==> config.mk <==
export PLATFORM = sky130hd
export DESIGN_NAME = raster_slot_sched
export DESIGN_NICKNAME = d
export VERILOG_FILES = /design/src/rtl/raster_slot_pkg.sv /design/src/rtl/raster_counter.sv /design/src/rtl/slot_interleaver.sv /design/src/rtl/grant_decoder.sv /design/src/rtl/raster_slot_sched.sv
export SDC_FILE = /design/constraint.sdc
export NUM_CORES = 1
export LEC_CHECK = 0
export BUFFER_PORTS_ARGS = -buffer_cell sky130_fd_sc_hd__clkbuf_2
export CELL_PAD_IN_SITES_DETAIL_PLACEMENT = 1
export CELL_PAD_IN_SITES_GLOBAL_PLACEMENT = 2
export CORE_AREA = 5 5 112 61
export DETAILED_ROUTE_END_ITERATION = 8
export DIE_AREA = 0 0 117 66
export GPL_ROUTABILITY_DRIVEN = 0
export HOLD_SLACK_MARGIN = 0.06
export PLACE_DENSITY_LB_ADDON = 0.08
export RECOVER_POWER = 25
export SLEW_MARGIN = 5
export SYNTH_ARGS = -nofsm -noshare
export SYNTH_HDL_FRONTEND = slang
export SYNTH_HIERARCHICAL = 1
export SYNTH_SLANG_ARGS = --single-unit
==> constraint.sdc <==
create_clock -name clk -period 3.5 [get_ports clk]
set_input_delay 0.7 -clock clk [delete_from_list [all_inputs] [get_ports clk]]
set_output_delay 0.7 -clock clk [all_outputs]
set_load 0.005 [all_outputs]
==> src/rtl/raster_slot_pkg.sv <==
package raster_slot_pkg;
  typedef enum logic [1:0] {
    CL_BG  = 2'd0,
    CL_SPR = 2'd1,
    CL_REF = 2'd2
  } client_e;
  localparam int NUM_CLIENTS = 3;
endpackage

==> src/rtl/raster_counter.sv <==
module raster_counter #(
  parameter int H_TOTAL = 416,
  parameter int V_TOTAL = 262,
  localparam int HW = $clog2(H_TOTAL),
  localparam int VW = $clog2(V_TOTAL)
) (
  input  logic          clk,
  input  logic          rst_n,
  output logic [HW-1:0] h_q,
  output logic [VW-1:0] v_q,
  output logic          line_end
);
  localparam logic [HW-1:0] H_LAST = HW'(H_TOTAL - 1);
  localparam logic [VW-1:0] V_LAST = VW'(V_TOTAL - 1);

  logic [HW-1:0] h_d;
  logic [VW-1:0] v_d;
  logic          v_en;

  assign line_end = (h_q == H_LAST);
  assign v_en     = line_end;

  always_comb begin
    h_d = line_end ? '0 : h_q + 1'b1;
    v_d = v_q;
    if (v_en) v_d = (v_q == V_LAST) ? '0 : v_q + 1'b1;
  end

  always_ff @(posedge clk or negedge rst_n) begin
    if (!rst_n) begin
      h_q <= '0;
      v_q <= '0;
    end else begin
      h_q <= h_d;
      if (v_en) v_q <= v_d;
    end
  end

  // horizontal range and wrap
  a_r1_h_range: assert property (@(posedge clk) disable iff (!rst_n) h_q <= H_LAST);
  a_r1_h_wrap:  assert property (@(posedge clk) disable iff (!rst_n) (h_q == H_LAST) |=> (h_q == '0));
  // vertical range
  a_r2_v_range: assert property (@(posedge clk) disable iff (!rst_n) v_q <= V_LAST);
  // vertical count moves only across a line boundary
  a_r3_v_hold:  assert property (@(posedge clk) disable iff (!rst_n) (h_q != '0) |-> $stable(v_q));
endmodule

==> src/rtl/slot_interleaver.sv <==
module slot_interleaver #(
  parameter int ACTIVE_SLOTS = 160,
  parameter int BG_SLOTS     = 123,
  parameter int SW           = 8,
  localparam int AW = $clog2(ACTIVE_SLOTS + BG_SLOTS + 1)
) (
  input  logic          clk,
  input  logic          rst_n,
  input  logic [SW-1:0] slot,
  input  logic          slot_end,
  input  logic          line_end,
  output logic          bg_pick
);
  localparam logic [AW-1:0] ACT_W = AW'(ACTIVE_SLOTS);
  localparam logic [AW-1:0] BG_W  = AW'(BG_SLOTS);
  localparam logic [SW-1:0] ACT_S = SW'(ACTIVE_SLOTS);

  logic [AW-1:0] acc_q, acc_d, sum;
  logic          acc_en;

  assign sum     = acc_q + BG_W;
  assign bg_pick = (sum >= ACT_W);
  assign acc_en  = slot_end && (line_end || slot < ACT_S);

  always_comb begin
    if (line_end)     acc_d = '0;
    else if (bg_pick) acc_d = sum - ACT_W;
    else              acc_d = sum;
  end

  always_ff @(posedge clk or negedge rst_n) begin
    if (!rst_n)      acc_q <= '0;
    else if (acc_en) acc_q <= acc_d;
  end

  // the remainder always stays below the visible slot count
  a_r6_acc_bound: assert property (@(posedge clk) disable iff (!rst_n) acc_q < ACT_W);
  // the remainder is back at zero when a new line starts
  a_r6_line_zero: assert property (@(posedge clk) disable iff (!rst_n) line_end |=> (acc_q == '0));
endmodule

==> src/rtl/grant_decoder.sv <==
module grant_decoder
  import raster_slot_pkg::*;
#(
  parameter int ACTIVE_SLOTS = 160,
  parameter int SLOT_TOTAL   = 208,
  parameter int REF_SLOTS    = 5,
  parameter int SW           = 8
) (
  input  logic                   clk,
  input  logic                   rst_n,
  input  logic [SW-1:0]          slot,
  input  logic                   slot_first,
  input  logic                   bg_pick,
  output logic [NUM_CLIENTS-1:0] grant
);
  localparam logic [SW-1:0] ACT_S = SW'(ACTIVE_SLOTS);
  localparam logic [SW-1:0] REF_S = SW'(SLOT_TOTAL - REF_SLOTS);

  client_e owner;

  always_comb begin
    if (slot < ACT_S)      owner = bg_pick ? CL_BG : CL_SPR;
    else if (slot < REF_S) owner = CL_SPR;
    else                   owner = CL_REF;
    grant = '0;
    if (slot_first) grant[owner] = 1'b1;
  end

  // no grant in the second half of a slot
  a_r4_odd_quiet: assert property (@(posedge clk) disable iff (!rst_n) !slot_first |-> (grant == '0));
  // exactly one owner at the start of a slot
  a_r5_one_grant: assert property (@(posedge clk) disable iff (!rst_n) slot_first |-> ($countones(grant) == 1));
  // refresh only in the tail of the line, background only in visible slots
  a_r7_ref_tail:  assert property (@(posedge clk) disable iff (!rst_n) grant[CL_REF] |-> (slot >= REF_S));
  a_r7_bg_vis:    assert property (@(posedge clk) disable iff (!rst_n) grant[CL_BG] |-> (slot < ACT_S));
endmodule

==> src/rtl/raster_slot_sched.sv <==
module raster_slot_sched
  import raster_slot_pkg::*;
#(
  parameter int H_TOTAL      = 416,
  parameter int V_TOTAL      = 262,
  parameter int V_VISIBLE    = 240,
  parameter int ACTIVE_SLOTS = 160,
  parameter int BG_SLOTS     = 123,
  parameter int REF_SLOTS    = 5,
  localparam int HW         = $clog2(H_TOTAL),
  localparam int VW         = $clog2(V_TOTAL),
  localparam int SLOT_TOTAL = H_TOTAL / 2,
  localparam int SW         = $clog2(SLOT_TOTAL)
) (
  input  logic                   clk,
  input  logic                   rst_n,
  output logic [HW-1:0]          hpos,
  output logic [VW-1:0]          vpos,
  output logic [SW-1:0]          slot_idx,
  output logic                   active,
  output logic [NUM_CLIENTS-1:0] grant
);
  localparam logic [HW-1:0] H_VIS = HW'(2 * ACTIVE_SLOTS);
  localparam logic [VW-1:0] V_VIS = VW'(V_VISIBLE);

  logic [1:0] rst_sync_q;
  logic       rst_n_i;
  logic       line_end;
  logic       bg_pick;

  always_ff @(posedge clk or negedge rst_n) begin
    if (!rst_n) rst_sync_q <= 2'b00;
    else        rst_sync_q <= {rst_sync_q[0], 1'b1};
  end
  assign rst_n_i = rst_sync_q[1];

  raster_counter #(.H_TOTAL(H_TOTAL), .V_TOTAL(V_TOTAL)) u_cnt (
    .clk(clk), .rst_n(rst_n_i), .h_q(hpos), .v_q(vpos), .line_end(line_end)
  );

  assign slot_idx = hpos[HW-1:1];
  assign active   = (hpos < H_VIS) && (vpos < V_VIS);

  slot_interleaver #(.ACTIVE_SLOTS(ACTIVE_SLOTS), .BG_SLOTS(BG_SLOTS), .SW(SW)) u_mix (
    .clk(clk), .rst_n(rst_n_i), .slot(slot_idx), .slot_end(hpos[0]),
    .line_end(line_end), .bg_pick(bg_pick)
  );

  grant_decoder #(.ACTIVE_SLOTS(ACTIVE_SLOTS), .SLOT_TOTAL(SLOT_TOTAL),
                  .REF_SLOTS(REF_SLOTS), .SW(SW)) u_dec (
    .clk(clk), .rst_n(rst_n_i), .slot(slot_idx), .slot_first(!hpos[0]),
    .bg_pick(bg_pick), .grant(grant)
  );

  // visible flag never set in horizontal blanking
  a_r9_hblank: assert property (@(posedge clk) disable iff (!rst_n_i) (hpos >= H_VIS) |-> !active);
endmodule

==> results of run 1 <==
-- cells by family after synthesis --
kind of cell / after synthesis
and+or+nand+nor: 87
AOI/OAI and AO/OA: 46
DFF: 29
buffers and inverters: 22
xor gates and xnor gates: 12
adders and majority gates: 6
muxes: 3
other: 1
-- repair_timing --
item                                    CTS  global route
pin swaps                                 0             1
gates resized for setup                   5             4
endpoints found under the setup margin    2             2
setup buffers                             3             2
-- path summary, 6_finish.rpt --
kind / to / from
min: u_cnt/h_q[1] / rst_sync_q[1]
max: grant[1] / u_mix/acc_q[4]
max reg2reg: u_mix/acc_q[5] / u_mix/acc_q[4]
min in group clk: rst_sync_q[1] / rst_sync_q[0]
min reg2reg: u_cnt/h_q[1] / rst_sync_q[1]
max in group asynchronous: u_mix/acc_q[3] / rst_sync_q[1]
-- critical path, stage by stage (launching register included) --
cell and delay [ns]:
dfrtp_1 0.43, or2_4 0.29, or3_4 0.35, xor2_1 0.16, ha_2 0.23, nor2b_1 0.05, mux2_4 0.28, or3_4 0.35
a211oi_2 0.18, buf_2 0.14
-- stage by stage --
stage	util	cell area, um2	setup TNS (ns)
finish	0.402	2330	0
global route	0.402	2330	-0.0135
CTS	0.399	2320	0
detailed placement	0.362	2100	0
global placement	0.362	2100	0
floorplan	-	1900	0
-- cell usage in the layout, fill, tap and decap left out, types with 3 or more instances in the layout --
cell,Yosys,final
nor2b_1,5,5
nand4_1,3,3
o21ai_1,6,6
ha_1,6,4
inv_1,7,5
a21oi_1,8,8
clkbuf_16,0,5
o31ai_1,3,3
o21ai_0,16,16
clkbuf_2,0,29
xnor2_1,7,7
nand3_1,9,9
nor2_1,15,15
and2_2,4,4
xor2_1,5,5
inv_2,1,3
nand2_1,21,21
dfrtp_1,29,28
buf_4,10,10
or3_1,4,3
-- routing by layer --
layer	global-route usage	wire (um)	up-vias	part of all wire
met5	0	0	-	0
met1	0.212	2670	819	0.49
met4	0.0443	68	0	0.013
met2	0.243	2530	26	0.47
li1	-	-	796	-
met3	0.0338	166	6	0.031
-- cell type report --
cell class                 count  area, um2
fill                         679       3470
multi-input combinational    155       1070
sequential                    29        727
timing repair buffer          42        233
clock buffer                   6        139
tap                           77       96.3
clock inverter                 2       37.5
inverter                       8       30.0
-- registers in the layout, summed over array words and instances, names as in the netlist --
name	count
rst_sync_q	2
u_mix/acc_q	9
u_cnt/v_q	9
u_cnt/h_q	9
-- where the power goes --
part	switching (mW)	total, mW	internal (mW)
Combinational	0.00609	0.00654	0.000454
Sequential	0.00123	0.338	0.337
Clock	0.156	0.511	0.355
-- cell usage after synthesis (all sizes together), types with 2 or more instances --
library cell and instances:
dfrtp 29, o21ai 23, nand2 21, nor2 16, buf 12, nand3 11
a21oi 8, inv 8, xnor2 7, ha 6, nor2b 6, or3 6
and2 5, xor2 5, mux2 3, nand4 3, o31ai 3, a211oi 2
and3 2, and4 2, clkbuf 2, nand2b 2, nand3b 2, nor4b 2
or4 2
==> results.md, run 1 <==
- Synth area leader: dfrtp_1
- Max-cap violations: 0
- Post-synth top flop: dfrtp_1
- Starting Density: 0.328
- Seq/Total Area, Yosys: 0.382
- Post-layout min period: 3.42 ns
- Layout Skew: 0.00580 ns
- Overflow after GRT: 0
- Simple-gate share of the synthesized area: 0.272
- Critical setup path kind: reg2out
- Initial antenna violation count: 0
- Synth Instances: 206
- Detailed-route DRC error count: 0
- Setup crit end kind: output port
- Post-DP HPWL: 3890 um
- Final setup viols: 0
- Area growth, synth to finish: 22.6%
- Non-filler cells, final: 319
- Worst EP arrival: 2.72 ns
- Lkg Pwr: 0.987 nW
- Pin count of the biggest net entering global routing: 24
- Number of global-route vias before repair: 1,780
- DR iter-0 viols: 61
- Synth unique cells: 59
- Post-synth EDFFs: 0
- Total Die Area: 7720 um2
- FP Rows: 20
- Clock transition at path regs: 0.05 ns
- Hold_ws: 0.0799 ns
- Worst path required time: 2.80 ns
- Root buffer cell: clkbuf_16
- Syn_area_per_cell: 9.23 um2
- Fmax: 293 MHz
- CTS H-tree depth: 2
- CP Max Fanout: 4
- TritonCTS clock tree: done
- Hold Path Class: reg2async
- Top post-synthesis cells by area: dfrtp_1, o21ai_0, nand2_1
- Final antenna-violating net count: 0
- Synth Area in Compound Gates: 0.162
- Sink Count: 29
- Synth Area in Adders: 0.0395
- Place WS: 0.0865 ns
- # diodes: 0
- Worst slew pin tran: 1.38 ns
- Syn_nets: 214
- Share of layout cells above drive strength 1: 0.314
- # nets final: 249
- WL per Instance: 17.0 um
- Via count: 1,647
- Worst setup margin: 0.0822 ns
- Worst-skew pair later-pin latency: 0.27 ns
- Asr flop ratio synth: 1.00
- Synth Cell Area: 1900 um2
- Io pins: 32
- Max transition margin: 0.0794
- Number of synthesized register bits: 29
- R2r worst-path depth: 10
- CTS Buffer Depth: 2
- Total CTS buffers: 5
- Placed cells: 306
- Die width: 117 um
- Synth top area share: 0.382
- All-layer global routing usage: 0.154
- Critical Path Start Type: flop
- Die Ht: 66 um
- Final Hold Viols: 0
- First-pass GRT wire length: 9140 um
- Max VDD drop: 0.191 mV
- Overall power: 0.855 mW
- Outcome: complete, no violations
- Via density: 5.16
- Reg2reg setup slack: 0.85 ns
- P per Cell Area: 367 nW/um2
- RSZ-0062 raised after global routing: yes
- Post-synthesis mux area share: 0.0197
- Placeable Area: 5810 um2
- I/O Buffers: 31
- DRT Pass-1 Iters: 4
- Largest family of logic cells by synthesized area: simple AND/OR/NAND/NOR gates
- Fin crit share: 0.977
- Ys Warns: 6
- Max Slew Vio Count: 0
- Routed Wire Length: 5430 um
- Cts hold-fix bufs: 0
- XOR/XNOR Fraction of Synth Area: 0.0553
No activity file was read; power rests on OpenSTA's default activity.
==> inputs of run 2 (changes only) <==
- ABC_AREA: default -> 1
- CORE_AREA: 5 5 112 61 -> 5 5 118 64
- DIE_AREA: 0 0 117 66 -> 0 0 123 69
- GPL_TIMING_DRIVEN: default -> 0
- PLACE_DENSITY: default -> 0.84
- PLACE_DENSITY_LB_ADDON: 0.08 -> default
==> results.md, run 2 <==
- Top post-synthesis cells by area: dfrtp_1, nand2_1, inv_1 (was dfrtp_1, o21ai_0, nand2_1)
- Setup_tns: 0 ns (unchanged)
- CP Max Fanout: 6 (was 4)
- Commonest cells after routing, fill and taps aside: nand2_1, inv_1, clkbuf_2 (was clkbuf_2, dfrtp_1, nand2_1)
- Core Util, Final: 0.363 (was 0.402)
- Synth top area share: 0.377 (was 0.382)
- All-layer global routing usage: 0.131 (was 0.154)
- Worst slew pin tran: 1.16 ns (was 1.38 ns)
- Place WS: 0.590 ns (was 0.0865 ns)
- Most frequent cell on the critical path: nand2_1 (was or3_4)
- Metal-1 WL: 3130 um (was 2670 um)
- Worst path required time: 2.80 ns (about the same)
- Crit path max-delay cell type: dfrtp_1 (unchanged)
- Hold Path Class: in2async (was reg2async)
- Number of synthesized register bits: 29 (unchanged)
- Met2 WL post-DR: 1980 um (was 2530 um)
- First-pass GRT wire length: 8870 um (was 9140 um)
- CP bufs+invs: 5 (was 1)
- Pin count of the biggest net entering global routing: 28 (was 24)
- Slowest stage delay, CP: 0.45 ns (was 0.43 ns)
- Syn_area_per_cell: 7.13 um2 (was 9.23 um2)
- # nets final: 316 (was 249)
- Total Die Area: 8490 um2 (was 7720 um2)
- Post-synth top flop: dfrtp_1 (unchanged)
- Most frequent cell after synthesis: nand2_1 (was dfrtp_1)
- Detailed-route DRC error count: 0 (unchanged)
- Synth area leader: dfrtp_1 (unchanged)
- Fin crit share: 0.910 (was 0.977)
- DRT Pass-1 Iters: 5 (was 4)
- Root buffer cell: clkbuf_16 (unchanged)
- Post-CTS Resized: 0 (was 5)
- Post-DP HPWL: 4260 um (was 3890 um)
- Layout Skew: 0.00464 ns (was 0.00580 ns)
- Synth unique cells: 33 (was 59)
- Post-layout min period: 3.18 ns (was 3.42 ns)
- Worst EP arrival: 2.48 ns (was 2.72 ns)
- Area growth, synth to finish: 21.4% (was 22.6%)
- Overflow after GRT: 0 (unchanged)
- Seq/Total Area, Yosys: 0.377 (was 0.382)
- TritonCTS clock tree: done (unchanged)
- Setup crit end kind: output port (unchanged)
- Clock transition at path regs: 0.05 ns (about the same)
- Synth Cell Area: 1930 um2 (was 1900 um2)
- DP Area: 2200 um2 (was 2100 um2)
- Sink Count: 29 (unchanged)
- Fillers: 829 (was 679)
- Max-cap violations: 0 (unchanged)
- Reg2reg setup slack: 1.18 ns (was 0.85 ns)
- Initial antenna violation count: 0 (unchanged)
- Cts hold-fix bufs: 0 (unchanged)
- Routed length on met3: 197 um (was 166 um)
- Post-synth EDFFs: 0 (unchanged)
- Die Ht: 69 um (was 66 um)
- Routed Wire Length: 5320 um (was 5430 um)
- Ys Warns: 6 (unchanged)
- Die width: 123 um (was 117 um)
- P per Cell Area: 327 nW/um2 (was 367 nW/um2)
- Number of global-route vias before repair: 1,743 (was 1,780)
- Total CTS buffers: 5 (unchanged)
- Commonest non-fill, non-tap cell in the layout: nand2_1 (was clkbuf_2)
- # diodes: 0 (unchanged)
- DR iter-0 viols: 77 (was 61)
- Top sig layer: met4 (unchanged)
- Asr flop ratio synth: 1.00 (unchanged)
- Final Hold Viols: 0 (unchanged)
- Synth Instances: 270 (was 206)
- Io pins: 32 (unchanged)
- Max transition margin: 0.227 (was 0.0794)
- Placeable Area: 6440 um2 (was 5810 um2)
- Most common library cells after synthesis: nand2_1, inv_1, dfrtp_1 (was dfrtp_1, nand2_1, o21ai_0)
- CTS H-tree depth: 2 (unchanged)
- Via density: 4.42 (was 5.16)
- Worst path cell trace: inv_1 -> ha_1 -> inv_1 -> nand2_1 -> nand2_1 -> o21ai_1 -> nand2_1 -> inv_1 -> ha_1 -> nand3b_1 -> nand2_1 -> inv_2 -> nand2_2 -> nand3_2 -> nand2_1 -> a21oi_2 -> clkbuf_2 (was or2_4 -> or3_4 -> xor2_1 -> ha_2 -> nor2b_1 -> mux2_4 -> or3_4 -> a211oi_2 -> buf_2)
- Worst-skew pair later-pin latency: 0.27 ns (about the same)
- WL per Instance: 13.3 um (was 17.0 um)
- Multi-input logic area: 962 um2 (was 1070 um2)
- Final setup viols: 0 (unchanged)
- CTS Buffer Depth: 2 (unchanged)
- Biggest regs: u_cnt/h_q (9), u_cnt/v_q (9), u_mix/acc_q (9) (unchanged)
- Syn_nets: 278 (was 214)
- Final Cell Area: 2340 um2 (was 2330 um2)
- Hold_ws: 0.200 ns (was 0.0799 ns)
- Post CTS Setup Buffer Count: 0 (was 3)
- Max Slew Vio Count: 0 (unchanged)
- Critical Path Start Type: flop (unchanged)
- Share of layout cells above drive strength 1: 0.247 (was 0.314)
- CP delay by family, top: simple AND/OR/NAND/NOR gates (unchanged)
- Via count: 1,768 (was 1,647)
- Fmax: 314 MHz (was 293 MHz)
- Lkg Pwr: 1.26 nW (was 0.987 nW)
- Final antenna-violating net count: 0 (unchanged)
- Outcome: complete, no violations (unchanged)
- FP Rows: 21 (was 20)
- Worst setup margin: 0.315 ns (was 0.0822 ns)
- Critical setup path kind: reg2out (unchanged)
- I/O Buffers: 31 (unchanged)
- Starting Density: 0.299 (was 0.328)
- RSZ-0062 raised after global routing: no (was yes)
- Max VDD drop: 0.180 mV (was 0.191 mV)
- Reg area: 726 um2 (was 727 um2)
-- run 2: metal layers --
| metal | vias up | track usage |
|---|---|---|
| met5 | - | 0 |
| met4 | 0 | 0.0196 |
| met3 | 2 | 0.0359 |
| met2 | 25 | 0.164 |
| met1 | 831 | 0.217 |
| li1 | 910 | - |
-- run 2: metrics by stage --
step | power [mW] | instances
6_report | 0.764 | 400
2_1_floorplan | 0.347 | 270
3_5_place_dp | 0.350 | 393
5_1_grt | 0.793 | 400
4_1_cts | 0.776 | 400
3_3_place_gp | 0.350 | 393
-- run 2: cell type report --
| cell class | instances | area share |
|---|---|---|
| Buffer | 10 | 0.0327 |
| Clock buffer | 7 | 0.0610 |
| Inverter | 43 | 0.0691 |
| Multi-Input combinational cell | 188 | 0.412 |
| Sequential cell | 29 | 0.310 |
| Tap cell | 92 | 0.0493 |
| Timing Repair Buffer | 31 | 0.0658 |
-- run 2: worst register-to-register path, stage by stage, from the launching register on --
cell and delay [ns]:
dfrtp_1 0.46, ha_1 0.22, nand2_2 0.09, inv_1 0.10
nand2_2 0.09, nor2_8 0.21, inv_1 0.09, o211ai_1 0.09
and2_1 0.13, buf_2 0.17, nand2_1 0.15, inv_1 0.23
nand2_1 0.10, o21ai_0 0.10
-- run 2: logic make-up after synthesis --
logic type,after synthesis,synth area share
compound gates,24,0.0786
other cells,1,0.00195
simple gates,153,0.362
flops,29,0.377
buf+inv,53,0.123
fa+ha+maj,6,0.0390
xor+xnor,4,0.0182
-- run 2: path summary, 6_finish.rpt --
kind / from / end / cells after the start
max: u_mix/acc_q[0] / grant[1] / 17
min: rst_n / rst_sync_q[0] / 1
max reg2reg: u_cnt/h_q[0] / u_mix/acc_q[3] / 13
min reg2reg: rst_sync_q[0] / rst_sync_q[1] / 0
max in group asynchronous: rst_sync_q[1] / u_cnt/h_q[4] / 0
min in group clk: rst_sync_q[0] / rst_sync_q[1] / 0
-- run 2: power by group --
group | internal, mW | switching (mW) | leakage [nW]
Sequential | 0.337 | 0.00642 | 0.380
Clock | 0.278 | 0.142 | 0.0700
Combinational | 0.000247 | 0.000476 | 0.809
Total | 0.616 | 0.149 | 1.26
==> inputs of run 3 (changes only) <==
- PLACE_DENSITY: 0.84 -> 0.87
==> results.md, run 3 (synthesized netlist as in run 2, its figures left out) <==
- Outcome: complete, no violations (unchanged)
- Commonest cells after routing, fill and taps aside: nand2_1, inv_1, clkbuf_2 (unchanged)
- CP Max Fanout: 4 (was 6)
- Io pins: 32 (unchanged)
- Pin count of the biggest net entering global routing: 28 (unchanged)
- Max Slew Vio Count: 0 (unchanged)
- Max-cap violations: 0 (unchanged)
- DRT Pass-1 Iters: 4 (was 5)
- Die Ht: 69 um (unchanged)
- Overall power: 0.751 mW (was 0.764 mW)
- CTS Buffer Depth: 2 (unchanged)
- All-layer global routing usage: 0.136 (was 0.131)
- Root buffer cell: clkbuf_16 (unchanged)
- FP Rows: 21 (unchanged)
- Setup_tns: 0 ns (unchanged)
- Place WS: 0.573 ns (was 0.590 ns)
- Cts hold-fix bufs: 0 (unchanged)
- Area growth, synth to finish: 21.2% (was 21.4%)
- Fmax: 309 MHz (was 314 MHz)
- I/O Buffers: 31 (unchanged)
- Sw frac: 0.204 (was 0.195)
- Initial antenna violation count: 0 (unchanged)
- Die width: 123 um (unchanged)
- Final Cell Area: 2330 um2 (was 2340 um2)
- Final setup viols: 0 (unchanged)
- Non-filler cells, final: 401 (was 400)
- # diodes: 0 (unchanged)
- P per Cell Area: 322 nW/um2 (was 327 nW/um2)
- Hold_ws: 0.205 ns (was 0.200 ns)
- Post CTS Setup Buffer Count: 0 (unchanged)
- Final antenna-violating net count: 0 (unchanged)
- Setup crit end kind: output port (unchanged)
- Sink Count: 29 (unchanged)
- Via count: 1,793 (was 1,768)
- First-pass GRT wire length: 9290 um (was 8870 um)
- DR iter-0 viols: 48 (was 77)
- Crit path max-delay cell type: dfrtp_1 (unchanged)
- Final Hold Viols: 0 (unchanged)
- Overflow after GRT: 0 (unchanged)
- Share of layout cells above drive strength 1: 0.252 (was 0.247)
- Worst-skew pair later-pin latency: 0.27 ns (about the same)
- Hold Path Class: in2async (unchanged)
- Total CTS buffers: 5 (unchanged)
- # nets final: 316 (unchanged)
- Clock transition at path regs: 0.05 ns (about the same)
- Critical setup path kind: reg2out (unchanged)
- Placeable Area: 6440 um2 (unchanged)
- CTS H-tree depth: 2 (unchanged)
- Fin crit share: 0.925 (was 0.910)
- Slowest stage delay, CP: 0.40 ns (was 0.45 ns)
- CP delay by family, top: simple AND/OR/NAND/NOR gates (unchanged)
- Lkg Pwr: 1.26 nW (about the same)
- Worst slew pin tran: 1.19 ns (was 1.16 ns)
- Starting Density: 0.299 (unchanged)
- Commonest non-fill, non-tap cell in the layout: nand2_1 (unchanged)
- Max VDD drop: 0.137 mV (was 0.180 mV)
- DP Area: 2200 um2 (unchanged)
- Clock power share: 0.542 (was 0.550)
- Layout Skew: 0.00591 ns (was 0.00464 ns)
- Max transition margin: 0.205 (was 0.227)
- RSZ-0062 raised after global routing: no (unchanged)
- Placed cells: 393 (unchanged)
- Biggest regs: u_cnt/h_q (9), u_cnt/v_q (9), u_mix/acc_q (9) (unchanged)
- Fillers: 822 (was 829)
- Worst setup margin: 0.261 ns (was 0.315 ns)
- Post-DP HPWL: 4300 um (was 4260 um)
- Most frequent cell on the critical path: nand2_1 (unchanged)
- Core Util, Final: 0.363 (about the same)
- Post-CTS Resized: 0 (unchanged)
- WL per Instance: 13.7 um (was 13.3 um)
- Worst EP arrival: 2.54 ns (was 2.48 ns)
- Number of global-route vias before repair: 1,855 (was 1,743)
- Detailed-route DRC error count: 0 (unchanged)
- Total Die Area: 8490 um2 (unchanged)
- Post-layout min period: 3.24 ns (was 3.18 ns)
- TritonCTS clock tree: done (unchanged)
- Worst path required time: 2.80 ns (about the same)
- Psw: 0.153 mW (was 0.149 mW)
- Internal: 0.597 mW (was 0.616 mW)
- Critical Path Start Type: flop (unchanged)
- Multi-input logic area: 962 um2 (unchanged)
- Comb pwr share: 0.001 (about the same)
- CP bufs+invs: 5 (unchanged)
- Via density: 4.47 (was 4.42)
- Routed Wire Length: 5500 um (was 5320 um)
- Reg area: 727 um2 (was 726 um2)
- Worst path cell trace: inv_1 -> ha_1 -> inv_1 -> nand2_1 -> nand2_1 -> o21ai_1 -> nand2_1 -> inv_1 -> ha_1 -> nand3b_1 -> nand2_1 -> inv_2 -> nand2_2 -> nand3_2 -> nand2_1 -> a21oi_2 -> clkbuf_2 (unchanged)
- Reg power frac: 0.457 (was 0.449)
-- run 3: cell types whose count changed in the layout (fill, tap and decap cells not counted), sizes merged --
cell,previous run,this run
clkinv,1,3
clkbuf,38,37
-- run 3: final timing paths --
check / depth (start not counted) / startpoint / slack [ns] / to
max: 17 / u_mix/acc_q[1] / 0.26 / grant[1]
min: 1 / rst_n / 0.20 / rst_sync_q[0]
max reg2reg: 13 / u_cnt/h_q[0] / 1.18 / u_mix/acc_q[5]
min reg2reg: 0 / rst_sync_q[0] / 0.36 / rst_sync_q[1]
max in group asynchronous: 0 / rst_sync_q[1] / 2.21 / u_mix/acc_q[0]
min in group clk: 0 / rst_sync_q[0] / 0.36 / rst_sync_q[1]
-- run 3: layout make-up --
type | instances | area share
Buffer | 10 | 0.0327
Clock buffer | 6 | 0.0552
Clock inverter | 2 | 0.00429
Inverter | 43 | 0.0691
Multi-Input combinational cell | 188 | 0.412
Sequential cell | 29 | 0.311
Tap cell | 92 | 0.0493
Timing Repair Buffer | 31 | 0.0659
-- run 3: metal layers --
metal  GRT usage  vias to the layer above  share of wire
li1            -                      910              -
met1       0.210                      846           0.56
met2       0.186                       33           0.39
met3      0.0376                        4          0.043
met4      0.0270                        0         0.0049
met5           0                        -              0
-- run 3: power by group through the flow --
| stage | clock [mW] | sequential [mW] | combinational [mW] |
|---|---|---|---|
| 2_1_floorplan | 0 | 0.347 | 0.0000935 |
| 3_3_place_gp | 0 | 0.349 | 0.000884 |
| 3_5_place_dp | 0 | 0.350 | 0.000887 |
| 4_1_cts | 0.421 | 0.344 | 0.000909 |
| 5_1_grt | 0.446 | 0.345 | 0.000922 |
| 6_report | 0.407 | 0.343 | 0.000752 |
